**config.mk**
```make
export PLATFORM = sky130hd
export DESIGN_NAME = id_port
export DESIGN_NICKNAME = d
export VERILOG_FILES = /design/src/rtl/id_port_pkg.sv /design/src/rtl/id_port_decode.sv /design/src/rtl/id_port_strobe.sv /design/src/rtl/id_port_ptr.sv /design/src/rtl/id_port_rom.sv /design/src/rtl/id_port.sv
export SDC_FILE = /design/constraint.sdc
export NUM_CORES = 1
export LEC_CHECK = 0
export ABC_AREA = 1
export BUFFER_PORTS_ARGS = -buffer_cell sky130_fd_sc_hd__buf_2
export CAP_MARGIN = 20
export CORE_MARGIN = 2
export CORE_UTILIZATION = 35
export DETAILED_ROUTE_END_ITERATION = 8
export SKIP_LAST_GASP = 1
export SYNTH_ARGS = -nofsm -noshare
export SYNTH_HDL_FRONTEND = slang
export SYNTH_SLANG_ARGS = --single-unit
```
**constraint.sdc**
```tcl
create_clock -name clk -period 7.9 [get_ports clk]
set_input_delay 0.79 -clock clk [delete_from_list [all_inputs] [get_ports clk]]
set_output_delay 0.79 -clock clk [all_outputs]
set_load 0.02 [all_outputs]
```
**src/rtl/id_port_pkg.sv**
```systemverilog
package id_port_pkg;

  typedef enum logic [2:0] {
    ACC_NONE   = 3'd0,
    ACC_LO     = 3'd1,
    ACC_HI     = 3'd2,
    ACC_WORD   = 3'd3,
    ACC_REWIND = 3'd4
  } acc_e;

  localparam int unsigned BYTE_W = 8;
  localparam int unsigned LANES  = 2;

endpackage

```
**src/rtl/id_port_decode.sv**
```systemverilog
module id_port_decode #(
  parameter int unsigned        ADDR_W     = 12,
  parameter logic [ADDR_W-1:0]  LO_OFS     = 12'h800,
  parameter logic [ADDR_W-1:0]  HI_OFS     = 12'h801,
  parameter logic [ADDR_W-1:0]  REWIND_OFS = 12'h802
) (
  input  logic [ADDR_W-1:0] addr,
  input  logic              wide,
  output id_port_pkg::acc_e kind
);
  import id_port_pkg::*;

  always_comb begin
    kind = ACC_NONE;
    if (addr == REWIND_OFS) begin
      kind = ACC_REWIND;
    end else if (addr == LO_OFS || addr == HI_OFS) begin
      if (wide)                kind = ACC_WORD;
      else if (addr == LO_OFS) kind = ACC_LO;
      else                     kind = ACC_HI;
    end
  end

endmodule

```
**src/rtl/id_port_strobe.sv**
```systemverilog
module id_port_strobe (
  input  logic              clk,
  input  logic              rst_n,
  input  logic              strobe,
  input  id_port_pkg::acc_e kind_now,
  output logic              step,
  output id_port_pkg::acc_e step_kind
);
  import id_port_pkg::*;

  logic strobe_q;
  acc_e held_q;

  always_ff @(posedge clk) begin
    if (!rst_n) begin
      strobe_q <= 1'b0;
      held_q   <= ACC_NONE;
    end else begin
      strobe_q <= strobe;
      if (strobe && !strobe_q) held_q <= kind_now;
    end
  end

  assign step      = strobe_q && !strobe;
  assign step_kind = held_q;

endmodule

```
**src/rtl/id_port_ptr.sv**
```systemverilog
module id_port_ptr #(
  parameter int unsigned PTR_W = 8
) (
  input  logic              clk,
  input  logic              rst_n,
  input  logic              step,
  input  id_port_pkg::acc_e step_kind,
  output logic [PTR_W-1:0]  ptr
);
  import id_port_pkg::*;

  localparam logic [PTR_W-1:0] STEP_BYTE = PTR_W'(1);
  localparam logic [PTR_W-1:0] STEP_WORD = PTR_W'(LANES);

  always_ff @(posedge clk) begin
    if (!rst_n) begin
      ptr <= '0;
    end else if (step) begin
      unique case (step_kind)
        ACC_REWIND:     ptr <= '0;
        ACC_LO, ACC_HI: ptr <= ptr + STEP_BYTE;
        ACC_WORD:       ptr <= ptr + STEP_WORD;
        default:        ptr <= ptr;
      endcase
    end
  end

endmodule

```
**src/rtl/id_port_rom.sv**
```systemverilog
module id_port_rom #(
  parameter int unsigned PTR_W    = 8,
  parameter logic [15:0] DEV_CODE = 16'h6160,
  parameter logic [15:0] VEN_CODE = 16'h1435,
  parameter logic [7:0]  REV_LO   = 8'h03,
  parameter logic [7:0]  REV_HI   = 8'h01,
  parameter logic [7:0]  DC_BYTE  = 8'h00,
  parameter logic [63:0] NAME     = "NAVIO-16",
  parameter logic [7:0]  PAD_BYTE = 8'h00,
  parameter logic [7:0]  FILL     = 8'hFF
) (
  input  logic [PTR_W-1:0] ptr,
  output logic [id_port_pkg::LANES-1:0][7:0] lane
);
  import id_port_pkg::*;

  localparam int NAME_FIRST = 10;
  localparam int NAME_LAST  = NAME_FIRST + 7;
  localparam int PAD_LAST   = NAME_LAST + 2;

  function automatic logic [7:0] entry(input logic [PTR_W-1:0] i);
    int idx;
    idx = int'(i);
    if (idx == 0)                  return DEV_CODE[7:0];
    else if (idx == 1)             return DEV_CODE[15:8];
    else if (idx == 2)             return VEN_CODE[7:0];
    else if (idx == 3)             return VEN_CODE[15:8];
    else if (idx == 4)             return REV_LO;
    else if (idx == 5)             return REV_HI;
    else if (idx < NAME_FIRST)     return DC_BYTE;
    else if (idx <= NAME_LAST)     return NAME[8*(NAME_LAST-idx) +: 8];
    else if (idx <= PAD_LAST)      return PAD_BYTE;
    else                           return FILL;
  endfunction

  for (genvar l = 0; l < LANES; l++) begin : g_lane
    assign lane[l] = entry(ptr + PTR_W'(l));
  end

endmodule

```
**src/rtl/id_port.sv**
```systemverilog
module id_port #(
  parameter int unsigned        ADDR_W     = 12,
  parameter int unsigned        PTR_W      = 8,
  parameter logic [ADDR_W-1:0]  LO_OFS     = 12'h800,
  parameter logic [ADDR_W-1:0]  HI_OFS     = 12'h801,
  parameter logic [ADDR_W-1:0]  REWIND_OFS = 12'h802
) (
  input  logic              clk,
  input  logic              rst_n,
  input  logic              rd_strobe,
  input  logic [ADDR_W-1:0] rd_addr,
  input  logic              rd_wide,
  output logic [15:0]       rd_data
);
  import id_port_pkg::*;

  acc_e                   kind_now;
  acc_e                   step_kind;
  logic                   step;
  logic [PTR_W-1:0]       ptr_q;
  logic [LANES-1:0][7:0]  lane;

  id_port_decode #(
    .ADDR_W(ADDR_W), .LO_OFS(LO_OFS), .HI_OFS(HI_OFS), .REWIND_OFS(REWIND_OFS)
  ) u_dec (
    .addr(rd_addr), .wide(rd_wide), .kind(kind_now)
  );

  id_port_strobe u_stb (
    .clk(clk), .rst_n(rst_n), .strobe(rd_strobe),
    .kind_now(kind_now), .step(step), .step_kind(step_kind)
  );

  id_port_ptr #(.PTR_W(PTR_W)) u_ptr (
    .clk(clk), .rst_n(rst_n), .step(step), .step_kind(step_kind), .ptr(ptr_q)
  );

  id_port_rom #(.PTR_W(PTR_W)) u_rom (
    .ptr(ptr_q), .lane(lane)
  );

  always_comb begin
    rd_data = '0;
    if (rd_strobe) begin
      unique case (kind_now)
        ACC_LO:   rd_data = {8'h00, lane[0]};
        ACC_HI:   rd_data = {lane[0], 8'h00};
        ACC_WORD: rd_data = {lane[1], lane[0]};
        default:  rd_data = '0;
      endcase
    end
  end

endmodule

```
==> summary.txt <==
Yosys
  • Synth cell types: 35
  • EDFF count, synth: 0
  • Syn nets: 369
  • Post-synthesis compound-gate area fraction: 19.8%
  • YS warnings: 0
  • Fraction of the mapped netlist area in adder cells: 5.41%
  • Post-Syn Instances: 345
  • Predominant post-synthesis flop cell: dfxtp_1
  • Xor and xnor area share after synthesis: 2.84%
  • Most frequent cells after synthesis: nand2_1 (101), inv_1 (46), nor2_1 (37)
  • Mux contribution to synthesized area: 0%
  • Top cell type's share of synthesized area: 20.5%
  • Yosys top cell by area: nand2_1
  • Simple-gate share of the synthesized area: 47.1%
  • Avg Cell Area, Syn: 5.36 µm²
  • Sequential fraction of the synthesis area: 13.0%
  • Largest family of logic cells by synthesized area: simple AND/OR/NAND/NOR gates
  • Async SR Flop Fraction: 0%
  • Count leader, synth: nand2_1
  • Top cells by area, synth: nand2_1 (21%), dfxtp_1 (13%), inv_1 (9.3%), nand3_1 (8.4%), nor2_1 (7.5%)
  • Cell Area, Synth: 1850 µm²
  • Synthesized flop and latch total: 12

Floorplan
  • Die Ht: 76.7 µm
  • Placeable Area: 5110 µm²
  • Die width: 76.7 µm
  • Ports: 32
  • Initial Utilization: 36.2%
  • Rows: 26
  • Die Area: 5880 µm²

Power and ir drop
  • Leakage power: 1.03 nW
  • Maximum vdd ir drop: 0.000108 V
  • Overall Power: 0.000177 W
  • PwrDens: 83.5 nW/µm²

Critical path
  • CP Launch Point: u_ptr.ptr[0]
  • Crit-path most repeated cell: nand2_1
  • Cell family with most CP delay: flip-flops
  • Crit-path slowest cell: dfxtp_1
  • Crit path max fanout: 16
  • Setup crit end kind: output port
  • Type of origin of the critical path: flop
  • R2R Path Start: u_ptr.ptr[0]
  • CP Cell Sequence: inv_1 -> ha_1 -> inv_1 -> ha_1 -> xor2_1 -> nand3_1 -> nand2_1 -> nand2_1 -> o21bai_1 -> nand2_1 -> a21oi_1 -> buf_2
  • Worst EP arrival: 3.11 ns
  • Kind of critical path: flop to output port
  • CP bufs+invs: 3
  • Critical Path Max Stage Delay: 0.69 ns
  • CP required: 7.11 ns

GRT
  • Initial antenna violation count: 0
  • Total gr overflow: 0
  • First-pass GRT wire length: 9160 µm
  • GRT Util Overall: 18.5%
  • Number of global-route vias before repair: 2,049
  • Largest net degree at the start of global routing: 17

Final layout
  • Area grow syn2layout: 14.6%
  • Sequential Area: 240 µm²
  • Final nets: 400
  • Footprint of the multi-input gates: 1390 µm²
  • Share of layout cells above drive strength 1: 13.3%
  • Fill cells: 578
  • Ant diodes: 0

STA
  • RSZ-0062 raised after global routing: no
  • Final setup violation count: 0
  • Slew HR: 45.4%
  • Hold Vio Cnt, Final: 0
  • Final Critical Period: 3.90 ns
  • Fmax: 0.256 GHz
  • Max Slew Vio Count: 0
  • Final period utilization: 49.4%
  • Clock Skews: 0.00302 ns
  • Worst slew pin tran: 0.812 ns
  • Post-Route Setup TNS: 0 ns

Place
  • Routability Congestion: 0.896
  • Hpwl dp: 4320 µm
  • Buffers added on ports: 31

Clocking
  • Clk sinks: 12
  • Root Buffer Master: clkbuf_8
  • Insertion delay to the later sink of the worst-skew pair: 0.25 ns
  • CTS Buffer Depth: 2
  • Worst-path clk slew: 0.06 ns
  • CTS Buf Count: 3
  • H-tree Lvls: 1
  • Setup Buffers After CTS: 0
  • Cts-stage hold buffer count: 0
  • CTS tree: built
  • Post_cts resized: 0

Routing
  • Final WL: 5250 µm
  • Vias: 2,223
  • Antenna Nets Post-Route: 0
  • DRC Markers: 0
  • DR iter-0 viols: 194
  • Vias per cell: 5.00
  • DR pass1 iterations: 4
  • DR WL/cell: 11.8 µm

Job
  • Maxcap violations: 0

Worst hold path
  • Hold/Removal Path Class: flop to flop
  • HP Start: u_stb.step_kind[0]

Run status
  • Outcome: complete, no violations
-- area by class of cell --
| class | instances | area share [%] |
|---|---|---|
| Multi-Input combinational cell | 277 | 65.6 |
| Sequential cell | 12 | 11.3 |
| Inverter | 51 | 9.03 |
| Timing Repair Buffer | 31 | 7.32 |
| Tap cell | 70 | 4.13 |
| Clock buffer | 4 | 2.60 |
-- cells in the final DEF (no fill, tap or decap), types with 5 or more instances in the layout --
| master | synthesis | layout |
|---|---|---|
| nand3_1 | 31 | 31 |
| nor3_1 | 8 | 8 |
| ha_1 | 8 | 8 |
| nand2_1 | 101 | 101 |
| a221oi_1 | 5 | 5 |
| inv_1 | 46 | 46 |
| buf_2 | 1 | 31 |
| dfxtp_1 | 12 | 12 |
| nor2_1 | 37 | 37 |
| a21oi_1 | 27 | 27 |
| o21ai_0 | 16 | 16 |
| nand4_1 | 7 | 7 |
-- where the power goes --
part / switching (W) / internal (W)
Combinational: 0.0000274 / 0.0000157
Sequential: 0.00000183 / 0.0000617
Clock: 0.0000261 / 0.0000442
Total: 0.0000554 / 0.000122
-- worst reg2reg max path, cell delays in order (launching register included) --
cell	delay, ns
dfxtp_1	0.69
ha_1	0.35
nand3_1	0.17
o21ai_1	0.16
nand2_1	0.11
a32o_1	0.21
o21ai_0	0.14
inv_1	0.05
-- through the flow --
stage	cell area (µm²)	worst slack (ns)	std cells	util, %	hold slack [ns]
floorplan	1850	4.56	345	-	0.457
global placement	2060	4.43	441	40.4	0.477
detailed placement	2060	4.29	441	40.4	0.479
CTS	2120	4.01	445	41.5	0.490
global route	2120	3.69	445	41.5	0.503
finish	2120	4.00	445	41.5	0.489
-- metal layers --
layer | routed length, µm | GRT usage, % | vias to the layer above
met5 | 0 | 0 | -
met1 | 2560 | 25.7 | 957
met4 | 66 | 4.18 | 0
li1 | - | - | 1190
met3 | 290 | 2.24 | 9
met2 | 2330 | 30.5 | 67
-- sequential cells by signal (all words and copies together), names as in the netlist --
name,flops
u_ptr.ptr,8
u_stb.step_kind,3
u_stb.strobe_q,1
-- logic make-up after synthesis --
family	count (synthesis)
buffers and inverters	56
AND/OR/NAND/NOR	199
flip-flops	12
adder cells (fa/ha/maj)	8
AO/OA/AOI/OAI	64
XOR/XNOR	6
-- final timing paths --
path | end | slack (ns) | cells past startpoint
max | rd_data[13] | 4.00 | 12
min | u_stb.step_kind[0] | 0.49 | 2
max reg2reg | u_ptr.ptr[6] | 5.91 | 7
min reg2reg | u_stb.step_kind[0] | 0.49 | 2
(Power assumes the default switching activity.)
